**src/rtl/bus_abs_pkg.sv**
```systemverilog
package bus_abs_pkg;
  typedef enum logic [2:0] {
    ST_IDLE   = 3'd0,
    ST_BUSY   = 3'd1,
    ST_WAIT   = 3'd2,
    ST_NORMAL = 3'd3,
    ST_ERROR  = 3'd4
  } bstate_e;

  localparam int ACC_W   = 11;
  localparam int PROTO_W = 5;

  localparam logic [1:0] TR_IDLE  = 2'b00;
  localparam logic [1:0] TR_BUSY  = 2'b01;
  localparam logic [1:0] RSP_ERR  = 2'b01;

  localparam logic [2:0] LVL_FULL_CYC = 3'd1;
  localparam logic [2:0] LVL_FULL_CHG = 3'd2;
  localparam logic [2:0] LVL_ST_CYC   = 3'd3;
  localparam logic [2:0] LVL_ST_CHG   = 3'd4;
  localparam logic [2:0] LVL_MASTER   = 3'd5;

  function automatic logic lvl_legal(input logic [2:0] m);
    return (m >= LVL_FULL_CYC) && (m <= LVL_MASTER);
  endfunction
endpackage

```
**src/rtl/bus_state_decode.sv**
```systemverilog
module bus_state_decode
  import bus_abs_pkg::*;
(
  input  logic [1:0] htrans,
  input  logic       hready,
  input  logic [1:0] hresp,
  output bstate_e    state
);
  always_comb begin
    if (hresp == RSP_ERR)       state = ST_ERROR;
    else if (htrans == TR_IDLE) state = ST_IDLE;
    else if (htrans == TR_BUSY) state = ST_BUSY;
    else if (!hready)           state = ST_WAIT;
    else                        state = ST_NORMAL;
  end
endmodule

```
**src/rtl/sig_grouper.sv**
```systemverilog
module sig_grouper
  import bus_abs_pkg::*;
#(
  parameter int AW = 32,
  parameter int DW = 32
) (
  input  logic [AW-1:0]      haddr,
  input  logic [1:0]         htrans,
  input  logic               hwrite,
  input  logic [2:0]         hsize,
  input  logic [2:0]         hburst,
  input  logic [3:0]         hprot,
  input  logic [DW-1:0]      hwdata,
  input  logic [DW-1:0]      hrdata,
  input  logic               hready,
  input  logic [1:0]         hresp,
  output logic [AW-1:0]      g_pc,
  output logic [AW-1:0]      g_daddr,
  output logic [DW-1:0]      g_dval,
  output logic [ACC_W-1:0]   g_acc,
  output logic [PROTO_W-1:0] g_proto
);
  logic is_data;
  assign is_data = hprot[0];

  assign g_pc    = is_data ? '0 : haddr;
  assign g_daddr = is_data ? haddr : '0;
  assign g_dval  = hwrite ? hwdata : hrdata;
  assign g_acc   = {hwrite, hsize, hburst, hprot};
  assign g_proto = {htrans, hready, hresp};
endmodule

```
**src/rtl/level_filter.sv**
```systemverilog
module level_filter
  import bus_abs_pkg::*;
#(
  parameter int GW = 64
) (
  input  logic          clk,
  input  logic          rst_n,
  input  logic          trace_on,
  input  logic [2:0]    mode_sel,
  input  logic          slot_free,
  input  logic [GW-1:0] grp,
  input  bstate_e       state,
  output logic          emit,
  output logic          is_marker,
  output logic [2:0]    tag,
  output logic [2:0]    cur_mode
);
  logic [2:0]    mode_q;
  logic [GW-1:0] hist_grp;
  bstate_e       hist_st;
  logic          hist_v;
  bstate_e       prev_st;
  logic          prev_v;

  logic sw_req, sw_take, want, is_master;

  assign sw_req    = lvl_legal(mode_sel) && (mode_sel != mode_q);
  assign sw_take   = trace_on && sw_req && slot_free;
  assign is_master = (state == ST_NORMAL) || (state == ST_ERROR);

  always_comb begin
    unique case (mode_q)
      LVL_FULL_CHG: want = !hist_v || (grp != hist_grp);
      LVL_ST_CHG:   want = !hist_v || (state != hist_st);
      LVL_MASTER:   want = is_master && (!prev_v || (state != prev_st));
      default:      want = 1'b1;
    endcase
  end

  assign emit      = trace_on && slot_free && (sw_take || want);
  assign is_marker = sw_take;
  assign tag       = sw_take ? mode_sel : mode_q;
  assign cur_mode  = mode_q;

  always_ff @(posedge clk or negedge rst_n) begin
    if (!rst_n) begin
      mode_q   <= LVL_FULL_CYC;
      hist_grp <= '0;
      hist_st  <= ST_IDLE;
      hist_v   <= 1'b0;
      prev_st  <= ST_IDLE;
      prev_v   <= 1'b0;
    end else if (!trace_on) begin
      hist_v <= 1'b0;
      prev_v <= 1'b0;
      if (sw_req) mode_q <= mode_sel;
    end else if (sw_take) begin
      mode_q <= mode_sel;
      hist_v <= 1'b0;
      prev_v <= 1'b0;
    end else begin
      prev_st <= state;
      prev_v  <= 1'b1;
      if (emit) begin
        hist_grp <= grp;
        hist_st  <= state;
        hist_v   <= 1'b1;
      end
    end
  end
endmodule

```
**src/rtl/bus_abstractor.sv**
```systemverilog
module bus_abstractor
  import bus_abs_pkg::*;
#(
  parameter int AW = 32,
  parameter int DW = 32
) (
  input  logic               clk,
  input  logic               rst_n,
  input  logic               trace_on,
  input  logic [2:0]         mode_sel,
  input  logic [AW-1:0]      haddr,
  input  logic [1:0]         htrans,
  input  logic               hwrite,
  input  logic [2:0]         hsize,
  input  logic [2:0]         hburst,
  input  logic [3:0]         hprot,
  input  logic [DW-1:0]      hwdata,
  input  logic [DW-1:0]      hrdata,
  input  logic               hready,
  input  logic [1:0]         hresp,
  output logic               rec_valid,
  input  logic               rec_ready,
  output logic               rec_marker,
  output logic [2:0]         rec_mode,
  output logic [2:0]         rec_state,
  output logic [AW-1:0]      rec_pc,
  output logic [AW-1:0]      rec_daddr,
  output logic [DW-1:0]      rec_dval,
  output logic [ACC_W-1:0]   rec_acc,
  output logic [PROTO_W-1:0] rec_proto
);
  localparam int GW = 2 * AW + DW + ACC_W + PROTO_W;

  bstate_e            st;
  logic [AW-1:0]      g_pc, g_daddr;
  logic [DW-1:0]      g_dval;
  logic [ACC_W-1:0]   g_acc;
  logic [PROTO_W-1:0] g_proto;
  logic               slot_free, emit, is_marker, full_lvl;
  logic [2:0]         tag, cur_mode;

  bus_state_decode u_dec (
    .htrans (htrans),
    .hready (hready),
    .hresp  (hresp),
    .state  (st)
  );

  sig_grouper #(.AW(AW), .DW(DW)) u_grp (
    .haddr   (haddr),
    .htrans  (htrans),
    .hwrite  (hwrite),
    .hsize   (hsize),
    .hburst  (hburst),
    .hprot   (hprot),
    .hwdata  (hwdata),
    .hrdata  (hrdata),
    .hready  (hready),
    .hresp   (hresp),
    .g_pc    (g_pc),
    .g_daddr (g_daddr),
    .g_dval  (g_dval),
    .g_acc   (g_acc),
    .g_proto (g_proto)
  );

  assign slot_free = !rec_valid || rec_ready;

  level_filter #(.GW(GW)) u_filt (
    .clk       (clk),
    .rst_n     (rst_n),
    .trace_on  (trace_on),
    .mode_sel  (mode_sel),
    .slot_free (slot_free),
    .grp       ({g_pc, g_daddr, g_dval, g_acc, g_proto}),
    .state     (st),
    .emit      (emit),
    .is_marker (is_marker),
    .tag       (tag),
    .cur_mode  (cur_mode)
  );

  assign full_lvl = !is_marker && (tag <= LVL_FULL_CHG);

  always_ff @(posedge clk or negedge rst_n) begin
    if (!rst_n) begin
      rec_valid  <= 1'b0;
      rec_marker <= 1'b0;
      rec_mode   <= LVL_FULL_CYC;
      rec_state  <= ST_IDLE;
      rec_pc     <= '0;
      rec_daddr  <= '0;
      rec_dval   <= '0;
      rec_acc    <= '0;
      rec_proto  <= '0;
    end else if (slot_free) begin
      rec_valid <= emit;
      if (emit) begin
        rec_marker <= is_marker;
        rec_mode   <= tag;
        rec_state  <= is_marker ? ST_IDLE : st;
        rec_pc     <= full_lvl ? g_pc    : '0;
        rec_daddr  <= full_lvl ? g_daddr : '0;
        rec_dval   <= full_lvl ? g_dval  : '0;
        rec_acc    <= full_lvl ? g_acc   : '0;
        rec_proto  <= full_lvl ? g_proto : '0;
      end
    end
  end
endmodule

```
**config.mk**
```make
export PLATFORM = sky130hd
export DESIGN_NAME = bus_abstractor
export DESIGN_NICKNAME = d
export VERILOG_FILES = /design/src/rtl/bus_abs_pkg.sv /design/src/rtl/bus_state_decode.sv /design/src/rtl/sig_grouper.sv /design/src/rtl/level_filter.sv /design/src/rtl/bus_abstractor.sv
export SDC_FILE = /design/constraint.sdc
export NUM_CORES = 1
export LEC_CHECK = 0
export BUFFER_PORTS_ARGS = -buffer_cell sky130_fd_sc_hd__buf_2
export CAP_MARGIN = 25
export CORE_MARGIN = 2
export CORE_UTILIZATION = 39
export DETAILED_ROUTE_END_ITERATION = 7
export HOLD_SLACK_MARGIN = 0.05
export MAX_ROUTING_LAYER = met4
export PLACE_DENSITY = 0.6
export SYNTH_ARGS = -nofsm -noshare
export SYNTH_HDL_FRONTEND = slang
export SYNTH_SLANG_ARGS = --single-unit
```
**constraint.sdc**
```tcl
create_clock -name clk -period 4.11 [get_ports clk]
set_clock_uncertainty 0.2 [all_clocks]
set_input_delay 0.2055 -clock clk [delete_from_list [all_inputs] [get_ports clk]]
set_output_delay 0.2055 -clock clk [all_outputs]
set_load 0.01 [all_outputs]
```
==> results.py, run 1 <==
metrics = {
    "synth": {
        "async_flop_share_pct": 100,
        "yosysSeqAreaShare_pct": 49.7,
        "ys_types": 62,
        "synth_top_area_share_pct": 49.3,
        "yosys.area.top_type": "dfrtp_1",
        "synth_edf_count": 0,
        "avgSynthCellArea_um2": 11.3,
        "synth_warnings": 0,
        "synthesis.nets": 1202,
        "synth.area.top_cells": "dfrtp_1 (49%), mux2i_1 (8.1%), a22o_1 (5.4%)",
        "synthFlopType": "dfrtp_1",
        "netlist_area_um2": 12200,
        "ys_seq_elements": 243,
        "syn_inst": 1083,
    },
    "power_and_ir_drop": {
        "finalPower_mw": 7.73,
        "p_leak_nw": 7.57,
        "ir_drop_uv": 271,
        "power.density_nw_per_um2": 480,
    },
    "setup_path": {
        "reg2reg_to": "u_filt.hist_grp[8]",
        "critical_path_required_ns": 4.32,
        "critical_path_class": "in -> reg",
        "cp-end-kind": "flip-flop",
        "worst_r2r_path_depth": 10,
        "path_max_fanout": 35,
        "reg2reg_slack_ns": 0.21,
        "reg2reg_from": "u_filt.cur_mode[2]",
        "critPathArrivalTime_ns": 4.12,
        "start_kind": "input port",
    },
    "floorplan": {
        "io_pins": 239,
        "start_util_pct": 39.8,
        "fp.dieH_um": 181,
        "core_area_um2": 30700,
        "num_rows": 64,
        "dieWidth_um": 181,
        "die_area_um2": 32800,
    },
    "clocking": {
        "cts_buffers": 27,
        "clk_latency_ns": 0.53,
        "cts_tree": "built",
        "cts_root_buffer": "clkbuf_16",
        "post_cts_buffers": 0,
        "clk_pin_slew_ns": 0.07,
        "htreeDepth": 1,
        "cts_num_sinks": 243,
        "clockBufferDepth": 3,
    },
    "outcome": {
        "run_status": "complete, no violations",
    },
    "worst_hold_path": {
        "hold-path-endpoint": "u_filt.hist_grp[108]",
        "min_path_cells": 4,
        "hold_path.class": "in -> reg",
        "hp-start": "hprot[0]",
    },
    "timing": {
        "fin_hold_ws_ns": 0.111,
        "fmax_ghz": 0.256,
        "fin_crit_ns": 3.91,
        "finalSetupTns_ns": 0,
        "worst_pin_slew_ns": 0.875,
        "hold_viol": 0,
        "setup_slack_ns": 0.200,
        "slew_viol_final": 0,
        "post-route-period-util_pct": 95.1,
        "setup_viol": 0,
        "timing.slew.headroom_pct": 41.6,
        "rsz0062_at_grt": "false",
    },
    "grt": {
        "grt_antenna_before_repair": 0,
        "grt_pass1_vias": 9949,
        "grt_pass1_wl_um": 57400,
        "grtUsageTotal_pct": 22.8,
        "grt_max_degree": 111,
        "overflow": 0,
    },
    "detailed_routing": {
        "vias": 9897,
        "drc": 0,
        "highest_layer": "met4",
        "drt_wl_total_um": 36700,
        "wl_met3_um": 1840,
        "initialDrtViolationCount": 602,
        "post_drt_wl_per_cell_um": 19.8,
        "dr_wl_met2_um": 17600,
        "first_pass_iters": 5,
        "vias_per_cell": 5.35,
        "ant_nets": 0,
        "met1Wirelength_um": 16500,
    },
    "place": {
        "post_dp_cell_area_um2": 13900,
        "place_ws_ns": -0.118,
        "hpwl_um": 24300,
        "dp.cells": 1671,
        "portBuffers": 238,
        "routabilityCongestion": 0.909,
    },
    "final_layout": {
        "layout_common_cells": "dfrtp_1 (241), buf_2 (237), dlygate4sd3_1 (131)",
        "drive_gt1_share_pct": 25.8,
        "multi_input_area_um2": 5490,
        "fin_nets": 1555,
        "seqCellArea_um2": 6080,
        "layout.cells.non_filler": 1851,
        "final_area_um2": 16100,
        "final_common_cell": "dfrtp_1",
        "area_growth_pct": 31.6,
        "insertedDiodeCount": 0,
        "n_fill_cell": 2721,
        "fin_util_pct": 52.3,
    },
    "run": {
        "maxCapViolations": 0,
    },
}
## repair_timing
action                     CTS  global route
resized for setup            0             1
hold buffers               131             0
hold endpoints to repair   334             0
setup endpoints to repair    0           150
## flip-flops by register name, summed over array words and instances (netlist names), 3 cells and up
register / flops
rec_daddr: 32
rec_state: 3
rec_acc: 11
rec_proto: 5
u_filt.prev_st: 3
u_filt.cur_mode: 3
rec_pc: 32
rec_mode: 3
rec_dval: 32
u_filt.hist_grp: 112
u_filt.hist_st: 3
## layer usage
| layer | vias up | GRT usage, % |
|---|---|---|
| li1 | 4614 | - |
| met1 | 4915 | 30.2 |
| met2 | 308 | 37.0 |
| met3 | 60 | 3.10 |
| met4 | 0 | 5.95 |
| met5 | - | - |
## where the power goes
part / total, mW / switching, mW / internal (mW)
clock: 2.48 / 0.991 / 1.49
combinational: 1.99 / 1.00 / 0.991
sequential: 3.26 / 0.386 / 2.87
total: 7.73 / 2.38 / 5.35
## worst max-delay path: stages
cell and delay (ns):
buf_2 0.16, dlygate4sd3_1 0.69, buf_12 0.21, and3b_1 0.16, a2111oi_0 0.41, buf_4 0.22
and4_1 0.28, nand4_1 0.14, nor4_2 0.46, and3_1 0.35, nor4_2 0.12, buf_4 0.32
mux2_4 0.36
## worst max-delay path by stage
stage                     slack (ns)               start  cells past startpoint                  end
final                           0.20            hprot[0]                     13   u_filt.hist_grp[8]
after global routing            0.01  u_filt.cur_mode[2]                     10  u_filt.hist_grp[13]
after detailed placement       -0.12            hprot[0]                     12   u_filt.hist_grp[9]
after global placement       -0.0003            hprot[0]                     12  u_filt.hist_grp[11]
after floorplan                 0.95              hwrite                     12          rec_mode[1]
after CTS                       0.06  u_filt.cur_mode[2]                     10   u_filt.hist_grp[8]
## cell families (layout without fill, tap and decap cells)
kind of cell              Yosys count  in the layout  share of synthesized area (%)
xor gates and xnor gates           66             66                           4.73
and+or+nand+nor                   256            256                           11.5
buffers and inverters             152            524                           5.61
DFF                               243            243                           49.7
muxes                             157            157                           14.7
AOI/OAI and AO/OA                 209            209                           13.7
## cell type report
type / count / share of cell area [%]
Clock buffer: 41 / 4.84
Clock inverter: 7 / 0.700
Inverter: 78 / 1.82
Multi-Input combinational cell: 688 / 34.1
Sequential cell: 243 / 37.8
Tap cell: 396 / 3.08
Timing Repair Buffer: 398 / 17.6
## cells in the mapped netlist, drive strengths merged (4+ instances only)
cell type and n:
o221ai 4, xor2 7, nor3 12, clkbuf 35, buf 39, o32ai 10, nor2b 24, o21ai 12
inv 77, a31oi 15, o22ai 6, nor4 15, dfrtp 241, mux2 55, mux2i 102, nand4b 4
nand2 50, o31ai 4, nand2b 24, nor4bb 12, nor4b 4, nor2 54, a22o 76, a21oi 12
a21o 6, nand3 14, xnor2 59, nand4 24, o2bb2ai 45
Note: power is estimated with default switching activity, not from simulation.
==> run 2, diff against run 1 <==
CELL_PAD_IN_SITES_DETAIL_PLACEMENT = 1   (was default)
CELL_PAD_IN_SITES_GLOBAL_PLACEMENT = 1   (was default)
PLACE_DENSITY = 0.73   (was 0.6)
==> results.py, run 2 (synthesis gave the netlist of run 1 again) <==
metrics = {
    "detailed_routing": {
        "first_pass_iters": 5,
        "ant_nets": 0,
        "post_drt_wl_per_cell_um": 22.0,
        "vias": 10244,
        "initialDrtViolationCount": 480,
        "drt_wl_total_um": 40700,
        "vias_per_cell": 5.54,
        "drc": 0,
    },
    "clocking": {
        "cts_tree": "built",
        "clockBufferDepth": 3,
        "cts_buffers": 28,
        "clk_latency_ns": 0.55,
        "cts_num_sinks": 243,
        "clk_pin_slew_ns": 0.06,
        "cts_root_buffer": "clkbuf_16",
        "htreeDepth": 1,
        "post_cts_buffers": 0,
    },
    "power_and_ir_drop": {
        "finalPower_mw": 8.14,
        "seqPwrFrac_pct": 40.3,
        "ir_drop_uv": 327,
        "power_frac_clock_pct": 34.5,
        "power.density_nw_per_um2": 503,
        "p_sw_mw": 2.52,
        "comb_power_share_pct": 25.2,
        "switching_share_pct": 31.0,
        "p_leak_nw": 7.64,
        "p_int_mw": 5.61,
    },
    "final_layout": {
        "area_growth_pct": 32.4,
        "largest_register_ff_count": 112,
        "layout_common_cells": "dfrtp_1 (241), buf_2 (237), dlygate4sd3_1 (119)",
        "regMostFlops": "u_filt.hist_grp",
        "fin_nets": 1550,
        "drive_gt1_share_pct": 26.8,
        "final_common_cell": "dfrtp_1",
        "n_fill_cell": 3321,
        "fin_util_pct": 52.6,
    },
    "place": {
        "routabilityCongestion": 0.873,
        "portBuffers": 238,
        "hpwl_um": 26600,
    },
    "grt": {
        "grt_pass1_wl_um": 64400,
        "overflow": 0,
        "grtUsageTotal_pct": 25.6,
        "grt_antenna_before_repair": 1,
        "grt_pass1_vias": 11189,
        "grt_max_degree": 96,
    },
    "timing": {
        "setup_viol": 0,
        "worst_pin_slew_ns": 0.922,
        "fin_crit_ns": 3.88,
        "rsz0062_at_grt": "false",
        "fmax_ghz": 0.258,
        "slew_viol_final": 0,
        "hold_viol": 0,
        "timing.slew.headroom_pct": 38.2,
        "finalSetupTns_ns": 0,
        "fin_hold_ws_ns": 0.0689,
        "post-route-period-util_pct": 94.4,
    },
    "floorplan": {
        "die_area_um2": 32800,
        "io_pins": 239,
        "start_util_pct": 39.8,
        "num_rows": 64,
        "core_area_um2": 30700,
        "dieWidth_um": 181,
        "fp.dieH_um": 181,
    },
    "worst_hold_path": {
        "hold_path.class": "in -> async",
    },
    "outcome": {
        "run_status": "complete, no violations",
    },
    "run": {
        "maxCapViolations": 0,
    },
    "setup_path": {
        "reg2reg_slack_ns": 0.23,
        "cp-end-kind": "flip-flop",
        "critPathArrivalTime_ns": 4.07,
        "start_kind": "flip-flop",
        "path_max_fanout": 41,
        "critical_path_class": "reg -> reg",
        "critical_path_required_ns": 4.30,
    },
}
==> run 2: critical path, cell delays in order, from the launching register on <==
cell and delay, ns:
dfstp_2 0.42, or3b_2 0.50, a2111oi_0 0.43, buf_4 0.23, and4_1 0.30, nand4_1 0.16
nor4_2 0.47, and3_1 0.29, buf_4 0.18, or2_2 0.14, buf_12 0.20, o2bb2ai_1 0.17
==> run 2: per-stage QoR <==
| stage | std cells | setup WS (ns) | cell area (µm²) |
|---|---|---|---|
| 2_1_floorplan | 1083 | 0.946 | 12200 |
| 3_3_place_gp | 1677 | 0.0448 | 13900 |
| 3_5_place_dp | 1677 | -0.131 | 13900 |
| 4_1_cts | 1847 | 0.207 | 16200 |
| 5_1_grt | 1849 | 0.0840 | 16200 |
| 6_report | 1849 | 0.229 | 16200 |
==> run 2: what timing repair did <==
item / CTS / global route
endpoints found under the hold margin: 319 / 0
gates resized for setup: 0 / 1
hold buffers: 119 / 0
setup endpoints to repair: 0 / 4
==> run 2: final cells by class <==
type / instances / area, µm² / share of cell area [%]
Sequential cell: 243 / 6080 / 37.6
Multi-Input combinational cell: 688 / 5490 / 33.9
Timing Repair Buffer: 392 / 2780 / 17.2
Clock buffer: 38 / 810 / 5.00
Tap cell: 396 / 495 / 3.06
Inverter: 78 / 293 / 1.81
Clock inverter: 13 / 228 / 1.41
Antenna cell: 1 / 2.50 / 0.0155
==> run 2: path summary, 6_finish.rpt <==
kind	cells after the start	startpoint	to
setup / recovery	11	u_filt.cur_mode[0]	rec_dval[11]
hold / removal	2	rst_n	rec_daddr[11]
setup reg to reg	11	u_filt.cur_mode[0]	rec_dval[11]
hold reg to reg	1	rec_acc[0]	rec_acc[0]
max in group asynchronous	3	rst_n	rec_acc[6]
min in group clk	4	hprot[0]	u_filt.hist_grp[49]
==> run 2: power groups by stage <==
stage,sequential (mW),clock (mW),combinational [mW]
4_1_cts,3.27,2.84,2.04
3_5_place_dp,3.29,0,1.92
5_1_grt,3.34,2.96,2.23
3_3_place_gp,3.27,0,1.84
2_1_floorplan,3.26,0,1.22
6_report,3.28,2.81,2.05
==> run 2: metal layers <==
layer / vias to the layer above / track usage, % / wire length, µm
met1: 5247 / 31.3 / 17000
met2: 313 / 43.6 / 20400
met5: - / - / 0
li1: 4600 / - / -
met3: 84 / 3.51 / 1760
met4: 0 / 8.85 / 1440
